===== src/rtl/abm_pkg.sv =====
package abm_pkg;
  typedef enum logic [1:0] {SZ_BYTE = 2'd0, SZ_WORD = 2'd1, SZ_LONG = 2'd2, SZ_RSVD = 2'd3} xfer_size_e;
  typedef enum logic [2:0] {PH_IDLE, PH_S0, PH_S1, PH_S2, PH_S3, PH_WAIT, PH_LATCH, PH_END} phase_e;
endpackage


===== src/rtl/abm_fc_enc.sv =====
module abm_fc_enc (
  input  logic       super_i,
  input  logic       prog_i,
  input  logic       iack_i,
  output logic [2:0] fc_o
);
  always_comb begin
    if (iack_i) fc_o = 3'b111;
    else        fc_o = {super_i, prog_i, ~prog_i};
  end
endmodule


===== src/rtl/abm_lanes.sv =====
module abm_lanes
  import abm_pkg::*;
#(
  parameter int DW = 16
) (
  input  xfer_size_e        size_i,
  input  logic              addr0_i,
  input  logic              second_i,
  input  logic [2*DW-1:0]   wdata_i,
  input  logic [DW-1:0]     bus_rd_i,
  output logic              uds_en_o,
  output logic              lds_en_o,
  output logic [DW-1:0]     wr_word_o,
  output logic [DW-1:0]     rd_word_o
);
  localparam int HB = DW / 2;

  always_comb begin
    if (size_i == SZ_BYTE) begin
      uds_en_o  = ~addr0_i;
      lds_en_o  = addr0_i;
      wr_word_o = {2{wdata_i[HB-1:0]}};
      rd_word_o = addr0_i ? {{HB{1'b0}}, bus_rd_i[HB-1:0]}
                          : {{HB{1'b0}}, bus_rd_i[DW-1:HB]};
    end else begin
      uds_en_o  = 1'b1;
      lds_en_o  = 1'b1;
      // long: high half goes out first, at the lower address
      wr_word_o = (size_i == SZ_LONG && !second_i) ? wdata_i[2*DW-1:DW] : wdata_i[DW-1:0];
      rd_word_o = bus_rd_i;
    end
  end
endmodule


===== src/rtl/abm_seq.sv =====
module abm_seq
  import abm_pkg::*;
(
  input  logic   clk_i,
  input  logic   rst_ni,
  input  logic   start_i,
  input  logic   long_i,
  input  logic   dtack_ni,
  input  logic   berr_ni,
  output phase_e phase_o,
  output logic   second_o,
  output logic   fault_o,
  output logic   finish_o
);
  phase_e phase_q;
  logic   second_q, fault_q, more;

  assign more = long_i && !second_q && !fault_q;

  always_ff @(posedge clk_i or negedge rst_ni) begin
    if (!rst_ni) begin
      phase_q  <= PH_IDLE;
      second_q <= 1'b0;
      fault_q  <= 1'b0;
    end else begin
      unique case (phase_q)
        PH_IDLE: if (start_i) begin
          phase_q  <= PH_S0;
          second_q <= 1'b0;
          fault_q  <= 1'b0;
        end
        PH_S0:   phase_q <= PH_S1;
        PH_S1:   phase_q <= PH_S2;
        PH_S2:   phase_q <= PH_S3;
        PH_S3:   phase_q <= PH_WAIT;
        PH_WAIT: begin
          if (!berr_ni) begin
            fault_q <= 1'b1;
            phase_q <= PH_END;
          end else if (!dtack_ni) begin
            phase_q <= PH_LATCH;
          end
        end
        PH_LATCH: phase_q <= PH_END;
        PH_END: begin
          if (more) begin
            phase_q  <= PH_S0;
            second_q <= 1'b1;
          end else begin
            phase_q  <= PH_IDLE;
          end
        end
        default: phase_q <= PH_IDLE;
      endcase
    end
  end

  assign phase_o  = phase_q;
  assign second_o = second_q;
  assign fault_o  = fault_q;
  assign finish_o = (phase_q == PH_END) && !more;

  assert_wait_hold_R4: assert property (@(posedge clk_i) disable iff (!rst_ni)
    (phase_q == PH_WAIT && dtack_ni && berr_ni) |=> (phase_q == PH_WAIT));

  assert_berr_ends_R8: assert property (@(posedge clk_i) disable iff (!rst_ni)
    (phase_q == PH_WAIT && !berr_ni) |=> (phase_q == PH_END && fault_q));
endmodule


===== src/rtl/abus_master.sv =====
module abus_master
  import abm_pkg::*;
#(
  parameter int AW = 24,
  parameter int DW = 16
) (
  input  logic            clk_i,
  input  logic            rst_ni,
  input  logic            req_valid_i,
  input  logic [AW-1:0]   req_addr_i,
  input  logic [1:0]      req_size_i,
  input  logic            req_write_i,
  input  logic            req_super_i,
  input  logic            req_prog_i,
  input  logic            req_iack_i,
  input  logic [2*DW-1:0] req_wdata_i,
  output logic            rsp_done_o,
  output logic            rsp_err_o,
  output logic [2*DW-1:0] rsp_rdata_o,
  output logic [AW-1:1]   bus_addr_o,
  output logic            bus_as_no,
  output logic            bus_uds_no,
  output logic            bus_lds_no,
  output logic            bus_rw_o,
  output logic [2:0]      bus_fc_o,
  output logic [DW-1:0]   bus_data_o,
  output logic            bus_data_oe_o,
  input  logic [DW-1:0]   bus_data_i,
  input  logic            bus_dtack_ni,
  input  logic            bus_berr_ni
);
  localparam int LW = 2 * DW;

  phase_e     phase;
  logic       second, fault, finish;
  logic [AW-1:0] addr_q;
  xfer_size_e size_q, req_size;
  logic       write_q;
  logic [2:0] fc_q, fc_req;
  logic [LW-1:0] wdata_q, rdata_q;
  logic       done_q, err_q;
  logic       idle, misalign, start, reject;
  logic       in_cyc, addr_v, as_act, strb_act;
  logic       uds_en, lds_en;
  logic [DW-1:0] wr_word, rd_word;

  assign req_size = xfer_size_e'(req_size_i);
  assign idle     = (phase == PH_IDLE);
  assign misalign = (req_size != SZ_BYTE) && req_addr_i[0];
  assign start    = req_valid_i && idle && !misalign;
  assign reject   = req_valid_i && idle && misalign;

  abm_fc_enc u_fc (
    .super_i (req_super_i),
    .prog_i  (req_prog_i),
    .iack_i  (req_iack_i),
    .fc_o    (fc_req)
  );

  abm_seq u_seq (
    .clk_i    (clk_i),
    .rst_ni   (rst_ni),
    .start_i  (start),
    .long_i   (size_q == SZ_LONG),
    .dtack_ni (bus_dtack_ni),
    .berr_ni  (bus_berr_ni),
    .phase_o  (phase),
    .second_o (second),
    .fault_o  (fault),
    .finish_o (finish)
  );

  abm_lanes #(.DW(DW)) u_lanes (
    .size_i    (size_q),
    .addr0_i   (addr_q[0]),
    .second_i  (second),
    .wdata_i   (wdata_q),
    .bus_rd_i  (bus_data_i),
    .uds_en_o  (uds_en),
    .lds_en_o  (lds_en),
    .wr_word_o (wr_word),
    .rd_word_o (rd_word)
  );

  always_ff @(posedge clk_i or negedge rst_ni) begin
    if (!rst_ni) begin
      addr_q  <= '0;
      size_q  <= SZ_BYTE;
      write_q <= 1'b0;
      fc_q    <= 3'b000;
      wdata_q <= '0;
      rdata_q <= '0;
      done_q  <= 1'b0;
      err_q   <= 1'b0;
    end else begin
      done_q <= finish || reject;
      err_q  <= (finish && fault) || reject;
      if (start) begin
        addr_q  <= req_addr_i;
        size_q  <= req_size;
        write_q <= req_write_i;
        fc_q    <= fc_req;
        wdata_q <= req_wdata_i;
        rdata_q <= '0;
      end else if (phase == PH_LATCH && !write_q) begin
        rdata_q <= {rdata_q[DW-1:0], rd_word};
      end
    end
  end

  always_comb begin
    in_cyc   = phase inside {PH_S0, PH_S1, PH_S2, PH_S3, PH_WAIT, PH_LATCH};
    addr_v   = phase inside {PH_S1, PH_S2, PH_S3, PH_WAIT, PH_LATCH};
    as_act   = phase inside {PH_S2, PH_S3, PH_WAIT, PH_LATCH};
    // writes drop the strobes one phase after data is on the bus
    strb_act = write_q ? (phase inside {PH_S3, PH_WAIT, PH_LATCH}) : as_act;
  end

  assign bus_addr_o    = addr_v ? (addr_q[AW-1:1] + {{(AW-2){1'b0}}, second}) : '0;
  assign bus_as_no     = ~as_act;
  assign bus_uds_no    = ~(strb_act && uds_en);
  assign bus_lds_no    = ~(strb_act && lds_en);
  assign bus_rw_o      = ~(write_q && in_cyc);
  assign bus_fc_o      = in_cyc ? fc_q : 3'b000;
  assign bus_data_oe_o = write_q && as_act;
  assign bus_data_o    = bus_data_oe_o ? wr_word : '0;
  assign rsp_done_o    = done_q;
  assign rsp_err_o     = err_q;
  assign rsp_rdata_o   = err_q ? '0 : rdata_q;

  logic strb_any;
  assign strb_any = !bus_uds_no || !bus_lds_no;

  assert_idle_quiet_R1: assert property (@(posedge clk_i) disable iff (!rst_ni)
    idle |-> (bus_as_no && bus_rw_o && !bus_data_oe_o && !strb_any));

  assert_strb_under_as_R2: assert property (@(posedge clk_i) disable iff (!rst_ni)
    strb_any |-> !bus_as_no);

  assert_fc_legal_R3: assert property (@(posedge clk_i) disable iff (!rst_ni)
    !bus_as_no |-> (bus_fc_o inside {3'b001, 3'b010, 3'b101, 3'b110, 3'b111}));

  assert_data_first_R5: assert property (@(posedge clk_i) disable iff (!rst_ni)
    (!bus_rw_o && $rose(strb_any)) |-> $past(bus_data_oe_o));

  assert_reject_quiet_R7: assert property (@(posedge clk_i) disable iff (!rst_ni)
    reject |=> (bus_as_no && rsp_done_o && rsp_err_o));
endmodule


===== config.mk =====
export PLATFORM = sky130hd
export DESIGN_NAME = abus_master
export DESIGN_NICKNAME = d
export VERILOG_FILES = /design/src/rtl/abm_pkg.sv /design/src/rtl/abm_fc_enc.sv /design/src/rtl/abm_lanes.sv /design/src/rtl/abm_seq.sv /design/src/rtl/abus_master.sv
export SDC_FILE = /design/constraint.sdc
export NUM_CORES = 1
export LEC_CHECK = 0
export ABC_AREA = 0
export BUFFER_PORTS_ARGS = -buffer_cell sky130_fd_sc_hd__clkbuf_2
export CAP_MARGIN = 10
export CORE_UTILIZATION = 45
export CTS_BUF_LIST = sky130_fd_sc_hd__clkbuf_8
export DETAILED_ROUTE_END_ITERATION = 8
export GPL_TIMING_DRIVEN = 1
export HOLD_SLACK_MARGIN = 0.12
export PLACE_DENSITY = 0.72
export SLEW_MARGIN = 20
export SYNTH_ARGS = -nofsm -noshare
export SYNTH_HDL_FRONTEND = slang
export SYNTH_SLANG_ARGS = --single-unit

===== constraint.sdc =====
create_clock -name clk_i -period 2.2 [get_ports clk_i]
set_input_delay 0.22 -clock clk_i [delete_from_list [all_inputs] [get_ports clk_i]]
set_output_delay 0.22 -clock clk_i [all_outputs]
set_load 0.02 [all_outputs]

==> results.md <==
- Die W: 109 um
- Most common cell after layout, fill and taps aside: nand2_1
- Die Area: 11900 um^2
- FMAX: 435 MHz
- End of the critical path: bus_addr_o[13]
- Hold Violations, Final: 0
- Worst skew pair latency: 0.36 ns
- Worst r2r dst: u_seq.fault_o$_DFFE_PN0P_
- Minimum clock period: 2.30 ns
- Synth Flop Type: dfrtp_1
- Period utilisation layout: 104%
- Max Root-Sink Buffers: 2
- Dominant cells by area after synthesis: dfrtp_1, nand2_1, a21oi_1, nor2b_1, nand3_1
- Critical path type: flip-flop to output pin
- Final Max Slew Viols: 0
- Crit path largest cell delay: 0.43 ns
- Sink Count: 101
- Slew margin rel.: 60.3%
- Avg Cell Area, Syn: 8.08 um^2
- Initial antenna violation count: 1
- Outcome: finished, violations left
- FF-to-FF path depth: 5
- Failing checks: setup timing
- I/O Pins: 164
- Skew final: 0.0126 ns
- EDFF count, synth: 0
- Worst Setup Start Kind: flip-flop
- Crit-path cells: ha_4, ha_4, and3_4, buf_4, buf_6, nand4_1, xor2_1, nor2_1, buf_4
- Critical path buffers and inverters: 3
- Port-buffer cells: 163
- Yosys warning total: 0
- Hpwl dp: 9690 um
- Proportion of synthesized chip area in sequential cells: 48.8%
- Worst-Margin Slew: 0.595 ns
- #FFs+latches synth: 101
- Final cell utilization of the core: 66.5%
- CP startpoint: addr_q[1]$_DFFE_PN0P_
- CTS tree: yes
- Post-DR wirelength/cell: 14.8 um
- Vias in the first global route: 5088
- Power per Cell Area: 1290 nW/um^2
- Antenna-violating nets left: 0
- Post-Syn Area: 5180 um^2
- Fraction of layout cells with a size suffix above 1: 28.4%
- Most area-hungry cell type in the Yosys netlist: dfrtp_1
- Design Area, Final: 7340 um^2
- Vias: 5262
- Worst VDD drop: 630 uV
- Routability cong.: 0.884
- Synth top area share: 48.8%
- Async S/R FF share, synth: 100%
- Tot Pwr: 9.50 mW
- Post-Route WL: 15100 um
- CP Capture Type: output pin
- Crit path max-delay family: flip-flops
- Final TNS setup: -0.645 ns
- Clock transition at path regs: 0.09 ns
- Max FO, Critical Path: 4
- Setup violators final: 12
- Yosys cell types: 47
- First-iteration detailed-routing DRC count: 354
- Hold WC Path Type: primary input to flip-flop
- Unrepaired setup endpoints after global routing: yes
- Largest net degree at the start of global routing: 54
- Slowest-stage cell, CP: dfrtp_1
- Via-per-instance ratio: 5.17
- Most frequent cells in the layout: nand2_1, clkbuf_2, dfrtp_1
- Worst hold path stage count: 3
- First-pass GRT wire length: 23600 um
- Synthesized Nets: 726
- Leak pwr: 3.76 nW
- Worst EP required: 1.98 ns
- RR Startpoint: u_seq.phase_o[0]$_DFFE_PN0P_
- Crit path depth: 9
- Worst EP arrival: 2.08 ns
- Final #Nets: 956
- Root buf cell: clkbuf_8
- Std-Cell Rows: 38
- DP Area: 6140 um^2
- GRT overflow: 0
- GR Util All Layers: 25.3%
- CTS H-tree depth: 3
- Die height: 109 um
- Starting Density: 46.9%
- Setup ws final: -0.0989 ns
- Number of max-cap violations: 0
- Post-Synthesis Cells: 641
- Core box area: 11000 um^2
- Flop2flop setup slack: 0.45 ns
- Pre-Repair DR Iteration Count: 5
- Clock buffer count from CTS: 9
- DR DRC count: 0
- Layout area overhead: 41.8%
## synth_stat cells, types with 7 or more instances
cell type  count
nand2_1      252
dfrtp_1      101
a21oi_1       43
nor2b_1       33
nor2_1        31
nand3_1       29
clkbuf_1      16
buf_2         14
o21ai_1       14
o21ai_0       11
or3_1          9
a311oi_1       8
mux2i_1        8
inv_1          7
xnor2_1        7
## layer usage
| layer | up-vias | part of all wire [%] | GRT usage [%] | wire length, um |
|---|---|---|---|---|
| li1 | 2539 | - | - | - |
| met1 | 2481 | 42 | 33.2 | 6390 |
| met2 | 200 | 49 | 42.3 | 7420 |
| met3 | 42 | 5.2 | 3.59 | 778 |
| met4 | 0 | 3.3 | 9.62 | 494 |
| met5 | - | 0 | 0 | 0 |
## sequential cells by signal (all words and copies together), names as in the netlist
name,flops
rdata_q,32
wdata_q,32
rsp_done_o,1
u_seq.second_o,1
size_q,2
write_q,1
addr_q,24
u_seq.phase_o,3
rsp_err_o,1
fc_q,3
u_seq.fault_o,1
## logic make-up (layout without fill, tap and decap cells)
kind of cell               count (synthesis)  in the layout  share of synthesized area, %
and+or+nand+nor                          386            386                          33.5
DFF                                      101            101                          48.8
AOI/OAI and AO/OA                         84             84                          9.19
buffers and inverters                     48            283                          4.40
xor gates and xnor gates                  12             12                          2.03
muxes                                      8              8                          1.55
adders and majority gates                  2              2                         0.483
other                                      0              1                             0
## worst min-delay path by stage
| stage | endpoint | slack, ns | startpoint |
|---|---|---|---|
| after floorplan | addr_q[0]$_DFFE_PN0P_ | -0.08 | rst_ni |
| after global placement | addr_q[19]$_DFFE_PN0P_ | 0.25 | rst_ni |
| after detailed placement | addr_q[19]$_DFFE_PN0P_ | 0.26 | rst_ni |
| after CTS | rdata_q[13]$_DFFE_PN0P_ | 0.12 | bus_data_i[13] |
| after global routing | rdata_q[2]$_DFFE_PN0P_ | 0.13 | bus_data_i[2] |
| final | rdata_q[13]$_DFFE_PN0P_ | 0.13 | bus_data_i[13] |
## what timing repair did
action	in CTS	in global routing
endpoints found under the setup margin	21	27
gates cloned	0	0
hold buffers	64	0
setup buffers	6	12
hold endpoints to repair	106	0
pin swaps	13	9
resized for setup	25	54
## per-stage QoR
step,setup slack (ns),cells,hold slack (ns)
floorplan,0.0702,641,-0.0756
global placement,0.160,920,0.252
detailed placement,0.0749,920,0.262
CTS,-0.0844,1006,0.123
global route,-0.164,1017,0.131
finish,-0.0989,1017,0.135
## area by class of cell
cell class | count | area (um^2)
inverter | 7 | 26.3
timing repair buffer | 260 | 1820
antenna | 1 | 2.50
clock buffer | 9 | 124
multi-input combinational | 492 | 2600
tap | 140 | 175
sequential | 101 | 2530
clock inverter | 7 | 68.8
fill | 891 | 3690
## worst reg2reg max path, stage by stage, from the launching register on
cell and delay (ns):
dfrtp_1 0.39, buf_4 0.17, nor3_4 0.24, nand3_2 0.30
buf_12 0.30, a32o_1 0.24
## report_power, final
part | leakage (nW) | switching [mW] | total (mW) | internal (mW)
clock | 0.0941 | 0.638 | 1.16 | 0.520
combinational | 2.38 | 3.06 | 4.98 | 1.93
sequential | 1.29 | 0.696 | 3.36 | 2.66
total | 3.76 | 4.39 | 9.50 | 5.11
(Power assumes the default switching activity.)
